File: src/rtl/irqbank_pkg.sv
package irqbank_pkg;
  localparam int unsigned NUM_EVT = 2;
  localparam int unsigned DATA_W  = 32;
  localparam int unsigned ADDR_W  = 12;

  localparam logic [ADDR_W-1:0] OFS_EN_CLR   = 12'hFD8;
  localparam logic [ADDR_W-1:0] OFS_EN_SET   = 12'hFDC;
  localparam logic [ADDR_W-1:0] OFS_STATUS   = 12'hFE0;
  localparam logic [ADDR_W-1:0] OFS_ENABLE   = 12'hFE4;
  localparam logic [ADDR_W-1:0] OFS_FLAG_CLR = 12'hFE8;
  localparam logic [ADDR_W-1:0] OFS_FLAG_SET = 12'hFEC;

  typedef struct packed {
    logic [NUM_EVT-1:0] flagSet;
    logic [NUM_EVT-1:0] flagClr;
    logic [NUM_EVT-1:0] enSet;
    logic [NUM_EVT-1:0] enClr;
  } regStrobe_t;

  typedef enum logic [1:0] {
    RD_NONE   = 2'd0,
    RD_STATUS = 2'd1,
    RD_ENABLE = 2'd2
  } rdSel_t;
endpackage

File: src/rtl/irq_reg_ctrl.sv
module irq_reg_ctrl
  import irqbank_pkg::*;
(
  input  logic [ADDR_W-1:0]  busAddr,
  input  logic               busWr,
  input  logic [NUM_EVT-1:0] wrBits,
  input  logic               busRd,
  output regStrobe_t         strb,
  output rdSel_t             rdSel
);
  always_comb begin
    strb = '0;
    if (busWr) begin
      unique case (busAddr)
        OFS_FLAG_SET: strb.flagSet = wrBits;
        OFS_FLAG_CLR: strb.flagClr = wrBits;
        OFS_EN_SET:   strb.enSet   = wrBits;
        OFS_EN_CLR:   strb.enClr   = wrBits;
        default:      strb         = '0;
      endcase
    end
  end

  always_comb begin
    rdSel = RD_NONE;
    if (busRd) begin
      unique case (busAddr)
        OFS_STATUS: rdSel = RD_STATUS;
        OFS_ENABLE: rdSel = RD_ENABLE;
        default:    rdSel = RD_NONE;
      endcase
    end
  end
endmodule

File: src/rtl/irq_reg_dp.sv
module irq_reg_dp
  import irqbank_pkg::*;
(
  input  logic               clk,
  input  logic               rstN,
  input  regStrobe_t         strb,
  input  logic [NUM_EVT-1:0] hwEvt,
  input  rdSel_t             rdSel,
  output logic [DATA_W-1:0]  rdData,
  output logic [NUM_EVT-1:0] flagQ,
  output logic [NUM_EVT-1:0] enQ,
  output logic               irqQ
);
  logic [NUM_EVT-1:0] flagD;
  logic [NUM_EVT-1:0] enD;

  // Hardware event outranks a software clear of the same bit.
  assign flagD = (flagQ | strb.flagSet | hwEvt) & ~(strb.flagClr & ~hwEvt);
  assign enD   = (enQ | strb.enSet) & ~strb.enClr;

  always_ff @(posedge clk or negedge rstN) begin
    if (!rstN) begin
      flagQ <= '0;
      enQ   <= '0;
      irqQ  <= 1'b0;
    end else begin
      flagQ <= flagD;
      enQ   <= enD;
      irqQ  <= |(flagQ & enQ);
    end
  end

  always_comb begin
    rdData = '0;
    unique case (rdSel)
      RD_STATUS: rdData[NUM_EVT-1:0] = flagQ;
      RD_ENABLE: rdData[NUM_EVT-1:0] = enQ;
      default:   rdData = '0;
    endcase
  end
endmodule

File: src/rtl/irq_flag_bank.sv
module irq_flag_bank
  import irqbank_pkg::*;
(
  input  logic              clk,
  input  logic              rstN,
  input  logic [ADDR_W-1:0] busAddr,
  input  logic              busWr,
  input  logic [DATA_W-1:0] busWdata,
  input  logic              busRd,
  output logic [DATA_W-1:0] busRdata,
  input  logic              eraseDone,
  input  logic              progDone,
  output logic              irqOut
);
  regStrobe_t         strb;
  rdSel_t             rdSel;
  logic [NUM_EVT-1:0] flagQ;
  logic [NUM_EVT-1:0] enQ;
  logic [NUM_EVT-1:0] hwEvt;

  assign hwEvt = {progDone, eraseDone};

  irq_reg_ctrl u_ctrl (
    .busAddr (busAddr),
    .busWr   (busWr),
    .wrBits  (busWdata[NUM_EVT-1:0]),
    .busRd   (busRd),
    .strb    (strb),
    .rdSel   (rdSel)
  );

  irq_reg_dp u_dp (
    .clk    (clk),
    .rstN   (rstN),
    .strb   (strb),
    .hwEvt  (hwEvt),
    .rdSel  (rdSel),
    .rdData (busRdata),
    .flagQ  (flagQ),
    .enQ    (enQ),
    .irqQ   (irqOut)
  );
endmodule

File: config.mk
export PLATFORM = sky130hd
export DESIGN_NAME = irq_flag_bank
export DESIGN_NICKNAME = d
export VERILOG_FILES = /design/src/rtl/irqbank_pkg.sv /design/src/rtl/irq_reg_ctrl.sv /design/src/rtl/irq_reg_dp.sv /design/src/rtl/irq_flag_bank.sv
export SDC_FILE = /design/constraint.sdc
export NUM_CORES = 1
export LEC_CHECK = 0
export ABC_AREA = 1
export ABC_CLOCK_PERIOD_IN_PS = 3550
export BUFFER_PORTS_ARGS = -buffer_cell sky130_fd_sc_hd__buf_2
export CELL_PAD_IN_SITES_DETAIL_PLACEMENT = 0
export CELL_PAD_IN_SITES_GLOBAL_PLACEMENT = 1
export CORE_AREA = 3 3 62 64
export CTS_BUF_LIST = sky130_fd_sc_hd__clkbuf_8 sky130_fd_sc_hd__clkbuf_16
export CTS_CLUSTER_SIZE = 20
export DETAILED_ROUTE_END_ITERATION = 10
export DIE_AREA = 0 0 65 67
export GPL_TIMING_DRIVEN = 0
export HOLD_SLACK_MARGIN = 0.05
export PLACE_DENSITY_LB_ADDON = 0.1
export REMOVE_ABC_BUFFERS = 1
export SLEW_MARGIN = 20
export SYNTH_ARGS = -nofsm -noshare
export SYNTH_HDL_FRONTEND = slang
export SYNTH_SLANG_ARGS = --single-unit
File: constraint.sdc
create_clock -name clk -period 3.55 [get_ports clk]
set_input_delay 0.71 -clock clk [delete_from_list [all_inputs] [get_ports clk]]
set_output_delay 0.71 -clock clk [all_outputs]
set_load 0.01 [all_outputs]
==> results.cfg <==
[run_status]
status = completed

[routing]
first_pass_iters = 4
via_per_inst = 3.24
totalWireLength_mm = 1.20
via_count = 551
wl_per_cell_um = 7.05
drt_iter0_drc = 17
drc_errors = 0
ant_nets = 0

[setup_path]
worstPathArrival_ns = 1.89
r2r-end = u_dp.flagQ[1]$_DFF_PN0_
reg2reg_slack_ns = 2.82
max_stage_delay_ns = 0.23
end_kind = output port
critical_path_buf_inv_count = 5
cp_top_family = buffers and inverters
cp_max_fo = 4
reg2regPathDepth = 4
start_kind = input port
rr_startpoint = u_dp.flagQ[1]$_DFF_PN0_
cp.required_ns = 2.84
critPathKind = input port to output port
cp_slowest_cell = ha_1
crit_start = busAddr[4]
worstSetupEndpoint = busRdata[1]
worst-path-stages = 11
crit_chain = buf_2, inv_1, nand2_2, nor2_4, nand3_2, inv_2, nand4_1, inv_1, ha_1, a21oi_1, buf_2

[power_and_ir_drop]
p_leak_uw = 0.000453
power_per_cell_area_mw_per_mm2 = 255
irDropWorstVdd_mv = 0.139

[clock_tree]
clk_pin_slew_ns = 0.03
post-cts-setup-buffers = 0
clkSinkCount = 5
cts-root-buf = clkbuf_8
htree_levels = 1
cts_tree = yes
clk_latency_ns = 0.22
cts-hold-fix-buffers = 0
ctsResizeCount = 0
clockBufferDepth = 2
cts_made_buffers = 3

[grt]
grt_max_degree = 8
grt.overflow.total = 0
grt_pass1_vias = 516
antenna_found_initial = 0
track_usage = 0.0545
grt_pass1_wl_mm = 1.88

[final_layout]
area_growth_syn_to_layout_pct = 14.4
seq_area_um2 = 125
drive_gt1_frac = 0.266
fillers = 392
multi_input_area_um2 = 358
antenna_cells = 0
nets = 177

[synth]
synthCells = 99
ys_types = 17
yosysWarnings = 0
mappedNetlistArea_um2 = 667
yosys-top-cells-area = buf_4 34%, dfrtp_1 19%, nand2_1 11%
synth_top_area_cell = buf_4
ys_seq_elements = 5
synth_area_per_cell_um2 = 6.74
synth_top_area_share = 0.338
seq_area_frac_synth = 0.188

[floorplanning]
die-area_mm2 = 0.00436
die_h_um = 67
num_rows = 21
die_w_um = 65
start_util = 0.200
core_area_mm2 = 0.00334
pin_count = 83

[sta]
maxSlewViolCount = 0
hold_ws_ns = 0.299
period_share = 0.733
setup_violations = 0
period_needed_ns = 2.60
tns_ns = 0
hold_viol = 0
rsz0062_at_grt = no
clock_skew_ns = 0.000512
max_freq_ghz = 0.384

[placement]
port_buffers = 22
dp_hpwl_mm = 1.11
place_congestion = 0.640

[run]
maxCapViolations = 0

[hold_path]
hp-class = input port to asynchronous set/reset pin
## logic make-up (layout without fill, tap and decap cells)
family | Yosys count | after routing | synth area share
DFF | 5 | 5 | 0.188
adders and majority gates | 2 | 2 | 0.0375
and+or+nand+nor | 38 | 38 | 0.291
AOI/OAI and AO/OA | 5 | 5 | 0.0394
buffers and inverters | 48 | 44 | 0.439
other | 1 | 30 | 0.00562
## how the worst min path moves through the flow
stage | end | slack (ns) | cells past startpoint
after floorplan | u_dp.enQ[0]$_DFF_PN0_ | 0.41 | 0
after global placement | u_dp.irqQ$_DFF_PN0_ | 0.53 | 1
after global routing | u_dp.irqQ$_DFF_PN0_ | 0.30 | 1
after CTS | u_dp.irqQ$_DFF_PN0_ | 0.30 | 1
after detailed placement | u_dp.irqQ$_DFF_PN0_ | 0.53 | 1
final | u_dp.irqQ$_DFF_PN0_ | 0.30 | 1
## layout by cell type, fill, tap and decap left out
master and instances:
conb_1 30, buf_2 22, nand2_1 20, inv_1 18, nand4_1 6, dfrtp_1 5, a21oi_1 4, nor2_1 4
clkbuf_8 3, nand2_2 2, nor2_4 2, ha_1 2, nand3_2 1, inv_2 1, nor2_2 1, nor3_2 1
nand3_1 1, o22ai_1 1
## per-layer routing
| layer | wire [um] | GRT usage | up-vias |
|---|---|---|---|
| li1 | - | - | 289 |
| met1 | 456 | 0.0651 | 226 |
| met2 | 559 | 0.0945 | 36 |
| met3 | 182 | 0.0202 | 0 |
| met4 | 0 | 0.00792 | 0 |
| met5 | 0 | 0 | - |
## stage by stage
stage | cell area (um^2) | util | setup WS [ns] | std cells | power (uW)
finish | 763 | 0.229 | 0.949 | 170 | 195
global route | 763 | 0.229 | 0.804 | 170 | 210
floorplan | 551 | - | 1.17 | 98 | 81.7
global placement | 718 | 0.215 | 0.958 | 166 | 95.1
detailed placement | 718 | 0.215 | 0.928 | 166 | 95.5
CTS | 763 | 0.229 | 0.926 | 170 | 198
## sequential cells by signal (all words and copies together) (netlist names)
name	flops
u_dp.enQ	2
u_dp.irqQ	1
u_dp.flagQ	2
## power by group
group / switching [uW] / internal [uW]
Clock: 25.8 / 73.9
Sequential: 0.0483 / 57.5
Combinational: 27.2 / 10.5
Total: 53.0 / 142
## synthesized netlist by cell type (all sizes together)
master	n
nand2	22
buf	30
nand3	2
dfrtp	5
nor3	1
conb	1
nand4	6
ha	2
o22ai	1
nor2	7
inv	18
a21oi	4
## layout make-up
cell class | instances | area share
clock buffer | 3 | 0.0541
clock inverter | 1 | 0.00492
inverter | 18 | 0.0885
multi-input combinational | 75 | 0.469
sequential | 5 | 0.164
tap | 46 | 0.0754
timing repair buffer | 22 | 0.144
## worst reg2reg max path: stages, from the launching register on
cell and delay (ns):
dfrtp_1 0.38, inv_1 0.08, nand2_1 0.06, nand2_1 0.06, nand2_1 0.05
Note: power is estimated with default switching activity, not from simulation.
